## config.mk

```make
export PLATFORM = sky130hd
export DESIGN_NAME = irq_msg_builder
export DESIGN_NICKNAME = d
export VERILOG_FILES = /design/src/rtl/irq_msg_pkg.sv /design/src/rtl/irq_edge_detect.sv /design/src/rtl/irq_pend_arb.sv /design/src/rtl/irq_msg_form.sv /design/src/rtl/irq_out_reg.sv /design/src/rtl/irq_msg_builder.sv
export SDC_FILE = /design/constraint.sdc
export NUM_CORES = 1
export LEC_CHECK = 0
export ABC_AREA = 0
export BUFFER_PORTS_ARGS = -buffer_cell sky130_fd_sc_hd__buf_2
export CORE_MARGIN = 8
export CORE_UTILIZATION = 40
export CTS_CLUSTER_DIAMETER = 100
export DETAILED_ROUTE_END_ITERATION = 7
export GPL_ROUTABILITY_DRIVEN = 0
export PLACE_DENSITY = 0.81
export SLEW_MARGIN = 40
export SYNTH_ARGS = -nofsm -noshare
export SYNTH_HDL_FRONTEND = slang
export SYNTH_SLANG_ARGS = --single-unit
```

## constraint.sdc

```tcl
create_clock -name clk -period 3.5 [get_ports clk]
set_input_delay 0.7 -clock clk [delete_from_list [all_inputs] [get_ports clk]]
set_output_delay 0.7 -clock clk [all_outputs]
set_load 0.05 [all_outputs]
```

## src/rtl/irq_msg_pkg.sv

```systemverilog
package irq_msg_pkg;

   localparam int MODE_W = 3;

   typedef enum logic [MODE_W-1:0] {
      DM_FIXED   = 3'b000,
      DM_LOWEST  = 3'b001,
      DM_SMI     = 3'b010,
      DM_RSVD3   = 3'b011,
      DM_NMI     = 3'b100,
      DM_INIT    = 3'b101,
      DM_RSVD6   = 3'b110,
      DM_EXTINT  = 3'b111
   } dmode_e;

endpackage

```

## src/rtl/irq_edge_detect.sv

```systemverilog
module irq_edge_detect #(
   parameter int NUM_PINS    = 8,
   parameter int SYNC_STAGES = 0
) (
   input  logic                clk,
   input  logic                rst_n,
   input  logic [NUM_PINS-1:0] pins_i,
   input  logic [NUM_PINS-1:0] mask_i,
   output logic [NUM_PINS-1:0] pins_s_o,
   output logic [NUM_PINS-1:0] state_o,
   output logic [NUM_PINS-1:0] events_o
);

   logic [NUM_PINS-1:0] pins_s;
   logic [NUM_PINS-1:0] state_q;

   generate
      if (SYNC_STAGES == 0) begin : g_nosync
         assign pins_s = pins_i;
      end else begin : g_sync
         logic [SYNC_STAGES-1:0][NUM_PINS-1:0] chain_q;
         always_ff @(posedge clk or negedge rst_n) begin
            if (!rst_n) begin
               chain_q <= '0;
            end else begin
               chain_q[0] <= pins_i;
               for (int k = 1; k < SYNC_STAGES; k++) begin
                  chain_q[k] <= chain_q[k-1];
               end
            end
         end
         assign pins_s = chain_q[SYNC_STAGES-1];
      end
   endgenerate

   // remembered level, updated for every pin regardless of mask
   always_ff @(posedge clk or negedge rst_n) begin
      if (!rst_n) state_q <= '0;
      else        state_q <= pins_s;
   end

   assign events_o = pins_s & ~state_q & ~mask_i;
   assign state_o  = state_q;
   assign pins_s_o = pins_s;

endmodule

```

## src/rtl/irq_pend_arb.sv

```systemverilog
module irq_pend_arb #(
   parameter int NUM_PINS = 8,
   parameter int PIN_W    = 3
) (
   input  logic                clk,
   input  logic                rst_n,
   input  logic [NUM_PINS-1:0] events_i,
   input  logic                take_i,
   output logic [NUM_PINS-1:0] pend_o,
   output logic                any_o,
   output logic [PIN_W-1:0]    idx_o
);

   logic [NUM_PINS-1:0] pend_q;
   logic [NUM_PINS-1:0] grant_oh;

   // lowest-numbered pending pin wins
   generate
      for (genvar i = 0; i < NUM_PINS; i++) begin : g_grant
         if (i == 0) begin : g_first
            assign grant_oh[0] = pend_q[0];
         end else begin : g_rest
            assign grant_oh[i] = pend_q[i] & ~(|pend_q[i-1:0]);
         end
      end
   endgenerate

   always_comb begin
      idx_o = '0;
      for (int i = 0; i < NUM_PINS; i++) begin
         if (grant_oh[i]) idx_o = idx_o | PIN_W'(i);
      end
   end

   always_ff @(posedge clk or negedge rst_n) begin
      if (!rst_n) pend_q <= '0;
      else        pend_q <= (pend_q & ~(take_i ? grant_oh : '0)) | events_i;
   end

   assign pend_o = pend_q;
   assign any_o  = |pend_q;

   p_take_needs_pend_r8: assert property (@(posedge clk) disable iff (!rst_n)
      take_i |-> any_o);

   p_taken_cleared_r8: assert property (@(posedge clk) disable iff (!rst_n)
      take_i |=> (pend_q & $past(grant_oh & ~events_i)) == '0);

endmodule

```

## src/rtl/irq_msg_form.sv

```systemverilog
module irq_msg_form
   import irq_msg_pkg::*;
#(
   parameter int NUM_PINS = 8,
   parameter int PIN_W    = 3,
   parameter int VEC_W    = 8,
   parameter int DEST_W   = 8
) (
   input  logic [PIN_W-1:0]           idx_i,
   input  logic [NUM_PINS*VEC_W-1:0]  ent_vector_i,
   input  logic [NUM_PINS*MODE_W-1:0] ent_mode_i,
   input  logic [NUM_PINS-1:0]        ent_dest_mode_i,
   input  logic [NUM_PINS*DEST_W-1:0] ent_dest_i,
   input  logic [NUM_PINS-1:0]        ent_polarity_i,
   input  logic [NUM_PINS-1:0]        ent_trigger_i,
   input  logic [VEC_W-1:0]           ext_vector_i,
   output logic [VEC_W-1:0]           vector_o,
   output logic [MODE_W-1:0]          mode_o,
   output logic                       dest_mode_o,
   output logic [DEST_W-1:0]          dest_o,
   output logic                       level_o,
   output logic                       trigger_o
);

   int sel;

   always_comb begin
      sel         = int'(idx_i);
      mode_o      = ent_mode_i[sel*MODE_W +: MODE_W];
      dest_o      = ent_dest_i[sel*DEST_W +: DEST_W];
      dest_mode_o = ent_dest_mode_i[sel];
      level_o     = ent_polarity_i[sel];
      trigger_o   = ent_trigger_i[sel];
      if (mode_o == DM_EXTINT) vector_o = ext_vector_i;
      else                     vector_o = ent_vector_i[sel*VEC_W +: VEC_W];
   end

endmodule

```

## src/rtl/irq_out_reg.sv

```systemverilog
module irq_out_reg #(
   parameter int MSG_W = 16
) (
   input  logic             clk,
   input  logic             rst_n,
   input  logic             load_i,
   input  logic [MSG_W-1:0] msg_d_i,
   input  logic             ready_i,
   output logic             valid_o,
   output logic             free_o,
   output logic [MSG_W-1:0] msg_q_o
);

   always_ff @(posedge clk or negedge rst_n) begin
      if (!rst_n) begin
         valid_o <= 1'b0;
         msg_q_o <= '0;
      end else if (load_i) begin
         valid_o <= 1'b1;
         msg_q_o <= msg_d_i;
      end else if (ready_i) begin
         valid_o <= 1'b0;
      end
   end

   assign free_o = !valid_o || ready_i;

   p_hold_stalled_r9: assert property (@(posedge clk) disable iff (!rst_n)
      (valid_o && !ready_i) |=> (valid_o && $stable(msg_q_o)));

endmodule

```

## src/rtl/irq_msg_builder.sv

```systemverilog
module irq_msg_builder
   import irq_msg_pkg::*;
#(
   parameter int NUM_PINS    = 8,
   parameter int VEC_W       = 8,
   parameter int DEST_W      = 8,
   parameter int SYNC_STAGES = 0
) (
   input  logic                          clk,
   input  logic                          rst_n,
   input  logic [NUM_PINS-1:0]           pins_i,
   input  logic [NUM_PINS-1:0]           ent_mask_i,
   input  logic [NUM_PINS*VEC_W-1:0]     ent_vector_i,
   input  logic [NUM_PINS*3-1:0]         ent_mode_i,
   input  logic [NUM_PINS-1:0]           ent_dest_mode_i,
   input  logic [NUM_PINS*DEST_W-1:0]    ent_dest_i,
   input  logic [NUM_PINS-1:0]           ent_polarity_i,
   input  logic [NUM_PINS-1:0]           ent_trigger_i,
   input  logic [VEC_W-1:0]              ext_vector_i,
   output logic                          msg_valid_o,
   input  logic                          msg_ready_i,
   output logic [$clog2(NUM_PINS)-1:0]   msg_pin_o,
   output logic [VEC_W-1:0]              msg_vector_o,
   output logic [2:0]                    msg_mode_o,
   output logic                          msg_dest_mode_o,
   output logic [DEST_W-1:0]             msg_dest_o,
   output logic                          msg_level_o,
   output logic                          msg_trigger_o
);

   localparam int PIN_W = $clog2(NUM_PINS);
   localparam int MSG_W = PIN_W + VEC_W + MODE_W + 1 + DEST_W + 1 + 1;

   generate
      if (NUM_PINS < 2 || NUM_PINS > 64) begin : g_bad_pins
         $error("NUM_PINS must lie in 2..64");
      end
      if (VEC_W < 1 || DEST_W < 1) begin : g_bad_width
         $error("VEC_W and DEST_W must be positive");
      end
      if (SYNC_STAGES < 0 || SYNC_STAGES > 3) begin : g_bad_sync
         $error("SYNC_STAGES must lie in 0..3");
      end
   endgenerate

   logic [NUM_PINS-1:0] pins_s, state, events, pend;
   logic                any, take, free;
   logic [PIN_W-1:0]    idx;
   logic [VEC_W-1:0]    f_vector;
   logic [MODE_W-1:0]   f_mode;
   logic                f_dest_mode, f_level, f_trigger;
   logic [DEST_W-1:0]   f_dest;
   logic [MSG_W-1:0]    msg_d, msg_q;

   irq_edge_detect #(.NUM_PINS(NUM_PINS), .SYNC_STAGES(SYNC_STAGES)) u_edge (
      .clk      (clk),
      .rst_n    (rst_n),
      .pins_i   (pins_i),
      .mask_i   (ent_mask_i),
      .pins_s_o (pins_s),
      .state_o  (state),
      .events_o (events)
   );

   irq_pend_arb #(.NUM_PINS(NUM_PINS), .PIN_W(PIN_W)) u_arb (
      .clk      (clk),
      .rst_n    (rst_n),
      .events_i (events),
      .take_i   (take),
      .pend_o   (pend),
      .any_o    (any),
      .idx_o    (idx)
   );

   irq_msg_form #(
      .NUM_PINS(NUM_PINS), .PIN_W(PIN_W), .VEC_W(VEC_W), .DEST_W(DEST_W)
   ) u_form (
      .idx_i           (idx),
      .ent_vector_i    (ent_vector_i),
      .ent_mode_i      (ent_mode_i),
      .ent_dest_mode_i (ent_dest_mode_i),
      .ent_dest_i      (ent_dest_i),
      .ent_polarity_i  (ent_polarity_i),
      .ent_trigger_i   (ent_trigger_i),
      .ext_vector_i    (ext_vector_i),
      .vector_o        (f_vector),
      .mode_o          (f_mode),
      .dest_mode_o     (f_dest_mode),
      .dest_o          (f_dest),
      .level_o         (f_level),
      .trigger_o       (f_trigger)
   );

   assign take  = any && free;
   assign msg_d = {idx, f_vector, f_mode, f_dest_mode, f_dest, f_level, f_trigger};

   irq_out_reg #(.MSG_W(MSG_W)) u_out (
      .clk     (clk),
      .rst_n   (rst_n),
      .load_i  (take),
      .msg_d_i (msg_d),
      .ready_i (msg_ready_i),
      .valid_o (msg_valid_o),
      .free_o  (free),
      .msg_q_o (msg_q)
   );

   assign {msg_pin_o, msg_vector_o, msg_mode_o, msg_dest_mode_o,
           msg_dest_o, msg_level_o, msg_trigger_o} = msg_q;

   // newly pending bits must come from a low-to-high change on an unmasked pin
   p_rise_only_r1: assert property (@(posedge clk) disable iff (!rst_n)
      (pend & ~$past(pend) & ~($past(pins_s) & ~$past(state))) == '0);

   p_masked_dropped_r4: assert property (@(posedge clk) disable iff (!rst_n)
      (pend & ~$past(pend) & $past(ent_mask_i)) == '0);

   p_ext_vector_r5: assert property (@(posedge clk) disable iff (!rst_n)
      (take && f_mode == DM_EXTINT) |=> (msg_vector_o == $past(ext_vector_i)));

   p_valid_has_source_r10: assert property (@(posedge clk) disable iff (!rst_n)
      $rose(msg_valid_o) |-> $past(any));

endmodule

```

==> reports/metrics.yaml, run 1 <==
timing:
  tns_ns: 0
  setup_violations: 0
  period_share_pct: 89.70
  rsz0062_at_grt: "false"
  slew_viol_final: 0
  fmax_ghz: 0.3185
  final.min_clock_period_ns: 3.140
  worst_pin_slew_ns: 0.7409
  slew_headroom_pct: 50.60
  hold_viol_final: 0
  skew_ns: 0.01429
routing:
  drt_iter0_markers: 308
  vias_per_cell: 5.747
  wl_met3_um: 1135
  wl_per_cell_um: 20.51
  routed-via-count: 3718
  topRoutingLayerUsed: "met4"
  drt_pass1_iterations: 4
  routed-wl-met2_um: 6701
  wl_um: 13270
  wl_met1_um: 5245
  drc: 0
  ant_nets: 0
global_routing:
  grt_pass1_wl_um: 20690
  grt_max_degree: 45
  grt_pass1_vias: 3933
  grt_use_total_pct: 22.59
  grt.overflow.total: 0
  antenna_found_initial: 0
cells_and_area:
  final_common_cell: "buf_2"
  nNetsFinal: 744
  drive_above_1_share_pct: 52.58
  num_antenna_cells: 0
  layout_common_cells: "buf_2 (227), and3_1 (43), dfrtp_1 (42), nand2_1 (41), a211oi_1 (25)"
  area_growth_pct: 38.19
  layoutNonFillerInstCount: 647
synthesis:
  synth_seq_cells: 42
  synth_area_leader_cell: "dfrtp_1"
  synth-edff-count: 0
  syn-num-nets: 530
  avgSynthCellArea_um2: 10.08
  ys.flop_type: "dfrtp_1"
  yosys_warnings: 0
  netlist_instances: 327
  yosys-top-cells-area: "dfrtp_1 (32%), mux4_2 (15%), and3_1 (8.2%)"
  async_flop_share_pct: 100.0
  ys_seq_area_share_pct: 31.89
  ys_types: 52
  synth_top_area_share_pct: 31.89
  syn_area_um2: 3296
floorplan:
  die_w_um: 106.8
  die_y_um: 106.8
  io_pins: 229
  rows: 33
  core_area_um2: 8093
  dieArea_um2: 11400
  initial_utilization_pct: 40.72
setup_path:
  required_ns: 3.69
  worstPathArrival_ns: 3.33
  startpoint_type: "flop"
  setup.worst_path.end_class: "flop"
  path_class: "flop to flop"
  worstPathMaxFanout: 36
power:
  seq_power_share_pct: 27.1
  switching_share_pct: 48.72
  power_density_nw_per_um2: 583.5
  ir_drop_mv: 0.3157
  power_leakage_nw: 2.265
  clockPowerShare_pct: 12.8
  p_switching_mw: 1.295
  combPwrFrac_pct: 60.1
  p_int_mw: 1.363
clock_tree:
  clk_latency_ns: 0.30
  cts_max_level: 2
  cts_made_buffers: 5
  cts_resized: 0
  cts_tree: "yes"
  holdBufCountCts: 0
  cts_sinks: 42
  clk_pin_slew_ns: 0.10
  cts.path.max_buffers: 2
  postCtsSetupBuffers: 0
  root_buffer: "clkbuf_8"
place:
  dp.cells: 639
  dp_hpwl_um: 11020
  io_buffers: 228
min_path:
  hold_path.class: "primary input to asynchronous set/reset pin"
job:
  drv_cap: 0
run_status:
  outcome: "finished, final reports clean"
## cells in the mapped netlist, types with 8 or more instances
master / number
a211oi_1: 25
a22oi_1: 11
or4_1: 8
nand2_1: 42
nor2_1: 15
mux4_2: 22
o21ai_0: 11
a311oi_1: 8
clkbuf_1: 16
and3_1: 43
a2111oi_0: 8
dfrtp_1: 42
## worst max-delay path, cell delays in order, from the launching register on
cell	delay [ns]
dfrtp_1	0.47
nor4_4	0.54
nand3_4	0.30
nand2_4	0.38
buf_4	0.44
mux4_2	0.56
a22oi_1	0.25
nand2_1	0.08
## metrics by stage
stage               total power, mW  setup WS [ns]  instance area [µm²]  util, %  hold WS, ns
detailed placement            2.319         0.4187                 4454    55.04       0.4588
global placement              2.279         0.5830                 4449    54.98       0.4485
finish                        2.658         0.3604                 4554    56.28       0.3728
CTS                           2.670         0.4111                 4552    56.25       0.3926
global route                  2.825         0.1046                 4554    56.28       0.4120
floorplan                     1.941         0.9990                 3296        -       0.4044
## power groups by stage
stage,Combinational [mW],Clock (mW),Sequential (mW)
floorplan,0.835,0,1.11
global placement,1.56,0,0.721
detailed placement,1.59,0,0.726
CTS,1.60,0.356,0.716
global route,1.72,0.373,0.733
finish,1.60,0.341,0.720
## cell type report
class                   count  area (µm²)
clock buffers               5       68.82
clock inverters             3       28.78
fillers                   753        3538
inverters                   1       3.754
multi-input cells         255        2067
flip-flops and latches     42        1051
well taps                 105       131.4
repair buffers            236        1204
## registers in the layout, summed over array words and instances, names as in the netlist
name            count
u_arb.pend_o        8
u_edge.state_o      8
u_out.msg_q_o      25
u_out.valid_o       1
## logic make-up (layout without fill, tap and decap cells)
group | Yosys count | in the layout | synth area share [%]
buffers and inverters | 30 | 245 | 5.543
multiplexers | 25 | 25 | 16.06
AO/OA/AOI/OAI | 93 | 93 | 22.48
flip-flops | 42 | 42 | 31.89
AND/OR/NAND/NOR | 137 | 137 | 24.03
## worst paths after layout
| path | startpoint | to | slack, ns | cells past startpoint |
|---|---|---|---|---|
| max reg2reg | u_arb.pend_o[2] | u_out.msg_q_o[1] | 0.36 | 7 |
| min in group clk | u_out.msg_q_o[1] | u_out.msg_q_o[1] | 0.48 | 2 |
| max | u_arb.pend_o[2] | u_out.msg_q_o[1] | 0.36 | 7 |
| min | rst_n | u_out.msg_q_o[10] | 0.37 | 1 |
| min reg2reg | u_out.msg_q_o[1] | u_out.msg_q_o[1] | 0.48 | 2 |
| max in group asynchronous | rst_n | u_out.msg_q_o[17] | 2.74 | 1 |
## routing by layer
layer  GRT usage (%)  vias to the layer above
met4           5.126                        0
met5               0                        -
met3           5.699                       16
li1                -                     1742
met2           37.12                      186
met1           29.21                     1774
Note: power is estimated with default switching activity, not from simulation.
==> run 2, diff against run 1 <==
CELL_PAD_IN_SITES_DETAIL_PLACEMENT = 1   (was default)
CELL_PAD_IN_SITES_GLOBAL_PLACEMENT = 1   (was default)
CORE_UTILIZATION = 30   (was 40)
PLACE_DENSITY = 0.86   (was 0.81)
==> reports/metrics.yaml, run 2 (synthesized netlist as in run 1, its figures left out) <==
timing:
  tns_ns: 0
  worst_pin_slew_ns: 0.7924
  hold_viol_final: 0
  fmax_ghz: 0.3345
  period_share_pct: 85.42
  slew_headroom_pct: 47.04
  skew_ns: 0.004402
  slew_viol_final: 0
  final.min_clock_period_ns: 2.990
  rsz0062_at_grt: "false"
  hold_slack_ns: 0.3776
  setup_violations: 0
global_routing:
  grt.overflow.total: 0
  grt_pass1_wl_um: 23870
  antenna_found_initial: 0
  grt_max_degree: 52
  grt_use_total_pct: 21.12
  grt_pass1_vias: 4377
floorplan:
  die_w_um: 120.8
  rows: 38
  core_area_um2: 10790
  die_y_um: 120.8
  initial_utilization_pct: 30.54
  dieArea_um2: 14600
  io_pins: 229
setup_path:
  r2r_start: "u_arb.pend_o[2]"
  slowest_delay_ns: 0.57
  worstPathMaxFanout: 45
  startpoint_type: "flop"
  rr_endpoint: "u_out.msg_q_o[20]"
  worstPathArrival_ns: 3.18
  worst-r2r-setup-slack_ns: 0.51
  setup.worst_path.end_class: "flop"
  crit_start: "u_arb.pend_o[2]"
  required_ns: 3.69
  cp_top_family: "simple AND/OR/NAND/NOR gates"
  worst-path-stages: 7
  path_class: "flop to flop"
  path_cells: "nor4_4 -> nand3_4 -> nand2_4 -> a211oi_1 -> nor3_2 -> a311oi_1 -> a221o_1"
  r2r_cells: 7
  slowest_stage: "nor4_4"
  crit_buf_inv: 0
  setup.worst_path.end: "u_out.msg_q_o[20]"
clock_tree:
  cts_tree: "yes"
  clk_latency_ns: 0.30
  cts_made_buffers: 5
  cts_max_level: 2
  clk_pin_slew_ns: 0.09
  holdBufCountCts: 0
  root_buffer: "clkbuf_8"
  cts_resized: 0
  cts.path.max_buffers: 2
  postCtsSetupBuffers: 0
  cts_sinks: 42
routing:
  drt_pass1_iterations: 4
  drc: 0
  wl_um: 15690
  drt_iter0_markers: 196
  ant_nets: 0
  routed-via-count: 3762
  wl_per_cell_um: 23.04
  vias_per_cell: 5.524
cells_and_area:
  layoutNonFillerInstCount: 681
  nNetsFinal: 743
  area_growth_pct: 40.09
  num_antenna_cells: 0
  regMostFlops: "u_out.msg_q_o"
  final_common_cell: "buf_2"
  largest_reg_flops: 25
  layout_common_cells: "buf_2 (227), and3_1 (43), dfrtp_1 (42), nand2_1 (41), a211oi_1 (25)"
  drive_above_1_share_pct: 52.87
job:
  drv_cap: 0
power:
  clockPowerShare_pct: 14.3
  ir_drop_mv: 0.3207
  switching_share_pct: 48.35
  p_switching_mw: 1.333
  combPwrFrac_pct: 59.2
  p_int_mw: 1.424
  total_power_mw: 2.757
  power_leakage_nw: 2.265
  seq_power_share_pct: 26.5
  power_density_nw_per_um2: 597.1
place:
  dp_hpwl_um: 13030
  io_buffers: 228
  dp.cells: 673
run_status:
  outcome: "finished, final reports clean"
min_path:
  hold_path.class: "primary input to asynchronous set/reset pin"
-- run 2: worst min path at each step --
stage | startpoint | slack, ns | to | cells past startpoint
after floorplan | rst_n | 0.40 | u_arb.pend_o[0] | 0
after global placement | u_out.msg_q_o[0] | 0.45 | u_out.msg_q_o[0] | 2
after detailed placement | u_out.msg_q_o[8] | 0.45 | u_out.msg_q_o[8] | 2
after CTS | rst_n | 0.41 | u_out.msg_q_o[8] | 1
after global routing | rst_n | 0.43 | u_out.msg_q_o[18] | 1
final | rst_n | 0.38 | u_out.msg_q_o[18] | 1
-- run 2: metrics by stage --
step	cell area, µm²	utilization (%)	worst slack, ns
finish	4617	42.78	0.5103
global route	4617	42.78	0.2215
CTS	4612	42.73	0.5285
detailed placement	4502	41.71	0.5484
global placement	4492	41.62	0.7049
floorplan	3296	-	0.9990
-- run 2: worst reg2reg max path, delay by kind of cell (launching register included) --
kind	cells	cell delay (ns)
simple gates	4	1.73
flops	1	0.48
compound gates	3	0.68
-- run 2: power by group through the flow --
stage	logic, mW	registers, mW	clock network (mW)
after global placement	1.58	0.729	0
after floorplan	0.835	1.11	0
after global routing	1.74	0.745	0.416
after CTS	1.65	0.731	0.408
final	1.63	0.729	0.395
after detailed placement	1.64	0.740	0
-- run 2: cell type report --
| class | instances | area [µm²] |
|---|---|---|
| inverters | 1 | 3.754 |
| multi-input cells | 255 | 2081 |
| well taps | 140 | 175.2 |
| clock buffers | 6 | 72.57 |
| repair buffers | 235 | 1196 |
| fillers | 1320 | 6176 |
| flip-flops and latches | 42 | 1051 |
| clock inverters | 2 | 37.54 |
-- run 2: per-layer routing --
| metal | track usage [%] | wire (µm) |
|---|---|---|
| met1 | 21.02 | 5429 |
| met2 | 40.60 | 8567 |
| met3 | 6.573 | 1401 |
| met4 | 6.714 | 294 |
| met5 | 0 | 0 |
==> run 3, diff against run 2 <==
BUFFER_PORTS_ARGS = default   (was -buffer_cell sky130_fd_sc_hd__buf_2)
CORE_UTILIZATION = 40   (was 30)
DONT_BUFFER_PORTS = 1   (was default)
PLACE_DENSITY = 0.75   (was 0.86)
==> reports/metrics.yaml, run 3 (synthesized netlist as in run 1, its figures left out) <==
routing:
  wl_per_cell_um: 29.20
  drt_pass1_iterations: 4
  drc: 0
  routed-via-count: 2823
  wl_um: 12230
  vias_per_cell: 6.737
  ant_nets: 0
  drt_iter0_markers: 174
floorplan:
  dieArea_um2: 11400
  rows: 33
  die_w_um: 106.8
  io_pins: 229
  core_area_um2: 8093
  die_y_um: 106.8
  initial_utilization_pct: 40.72
clock_tree:
  cts_sinks: 42
  root_buffer: "clkbuf_8"
  cts_max_level: 2
  clk_latency_ns: 0.30
  clk_pin_slew_ns: 0.08
  cts.path.max_buffers: 2
  holdBufCountCts: 0
  postCtsSetupBuffers: 0
  cts_tree: "yes"
  cts_made_buffers: 5
  cts_resized: 0
cells_and_area:
  drive_above_1_share_pct: 18.47
  layout_common_cells: "and3_1 (43), dfrtp_1 (42), nand2_1 (41), a211oi_1 (25), mux4_2 (22)"
  final_cell_area_um2: 3433
  layoutNonFillerInstCount: 419
  regMostFlops: "u_out.msg_q_o"
  largest_reg_flops: 25
  final_common_cell: "and3_1"
  fillCellCount: 925
  num_antenna_cells: 0
  fin_util_pct: 42.42
  area_growth_pct: 4.176
  nNetsFinal: 516
global_routing:
  grt_pass1_vias: 3137
  antenna_found_initial: 1
  grt.overflow.total: 0
  grt_pass1_wl_um: 18420
  grt_use_total_pct: 20.79
  grt_max_degree: 52
timing:
  final.min_clock_period_ns: 2.847
  hold_slack_ns: 0.08798
  slew_viol_final: 0
  slew_headroom_pct: 45.59
  setup_violations: 0
  rsz0062_at_grt: "false"
  worst_pin_slew_ns: 0.8161
  fin_ws_ns: 0.6534
  hold_viol_final: 0
  tns_ns: 0
  fmax_ghz: 0.3513
  period_share_pct: 81.33
  skew_ns: 0.003262
place:
  dpl_cell_area_um2: 3318
  dp_slack_ns: 0.6187
  dp_hpwl_um: 10040
  dp.cells: 411
  io_buffers: 0
setup_path:
  path_class: "flop to flop"
  r2r_start: "u_arb.pend_o[2]"
  worstPathMaxFanout: 35
  setup.worst_path.end_class: "flop"
  crit_start: "u_arb.pend_o[2]"
  startpoint_type: "flop"
  worstPathArrival_ns: 3.03
  required_ns: 3.69
run_status:
  outcome: "finished, final reports clean"
power:
  power_density_nw_per_um2: 725.5
  combPwrFrac_pct: 37.6
  total_power_mw: 2.491
  p_int_mw: 1.265
  power_leakage_nw: 1.371
  p_switching_mw: 1.226
  seq_power_share_pct: 46.7
  clockPowerShare_pct: 15.7
  ir_drop_mv: 0.2881
  switching_share_pct: 49.23
job:
  drv_cap: 0
min_path:
  hold_path.class: "primary input to asynchronous set/reset pin"
[run 3: changes by cell type in the layout (fill, tap and decap cells not counted)]
cell | previous run | this run
buf_2 | 227 | 0
clkbuf_1 | 1 | 0
clkinv_2 | 0 | 1
clkinvlp_4 | 1 | 0
inv_6 | 0 | 1
nor2_1 | 14 | 15
nor2_2 | 2 | 1
o21ai_0 | 9 | 10
o21ai_2 | 2 | 1
[run 3: path summary, 6_finish.rpt]
path / endpoint / slack [ns] / cells past startpoint
worst max-delay path: u_out.msg_q_o[17] / 0.65 / 8
worst min-delay path: u_out.msg_q_o[19] / 0.09 / 0
worst max register to register: u_out.msg_q_o[17] / 0.65 / 8
worst min register to register: u_arb.pend_o[7] / 0.51 / 3
max in group asynchronous: u_arb.pend_o[6] / 3.32 / 0
min in group clk: u_edge.state_o[5] / 0.42 / 0
[run 3: cell type report]
| type | count | area [µm²] | area share, % |
|---|---|---|---|
| clock buffer | 5 | 68.82 | 2.004 |
| clock inverter | 3 | 43.79 | 1.276 |
| inverter | 1 | 3.754 | 0.1093 |
| multi-input combinational | 255 | 2074 | 60.42 |
| sequential | 42 | 1051 | 30.61 |
| tap | 105 | 131.4 | 3.827 |
| timing repair buffer | 8 | 60.06 | 1.749 |
[run 3: power by group through the flow]
stage,combinational [mW],sequential (mW),clock [mW]
after floorplan,0.835,1.11,0
after global placement,0.911,1.17,0
after detailed placement,0.944,1.18,0
after CTS,0.946,1.17,0.411
after global routing,1.04,1.19,0.427
final,0.936,1.16,0.391
[run 3: layer usage]
layer	vias to the layer above	GRT usage [%]	routed length, µm
li1	1279	-	-
met1	1377	23.20	4586
met2	149	35.52	6174
met3	16	8.458	1242
met4	2	6.231	221
met5	-	0	10
[run 3: worst max-delay path: stages (launching register included)]
cell and delay [ns]:
dfrtp_1 0.47, nor4_4 0.51, nand3_4 0.13, nand2_4 0.31, buf_4 0.44, a211o_1 0.20
and3_4 0.24, a311oi_1 0.12, a221o_1 0.30
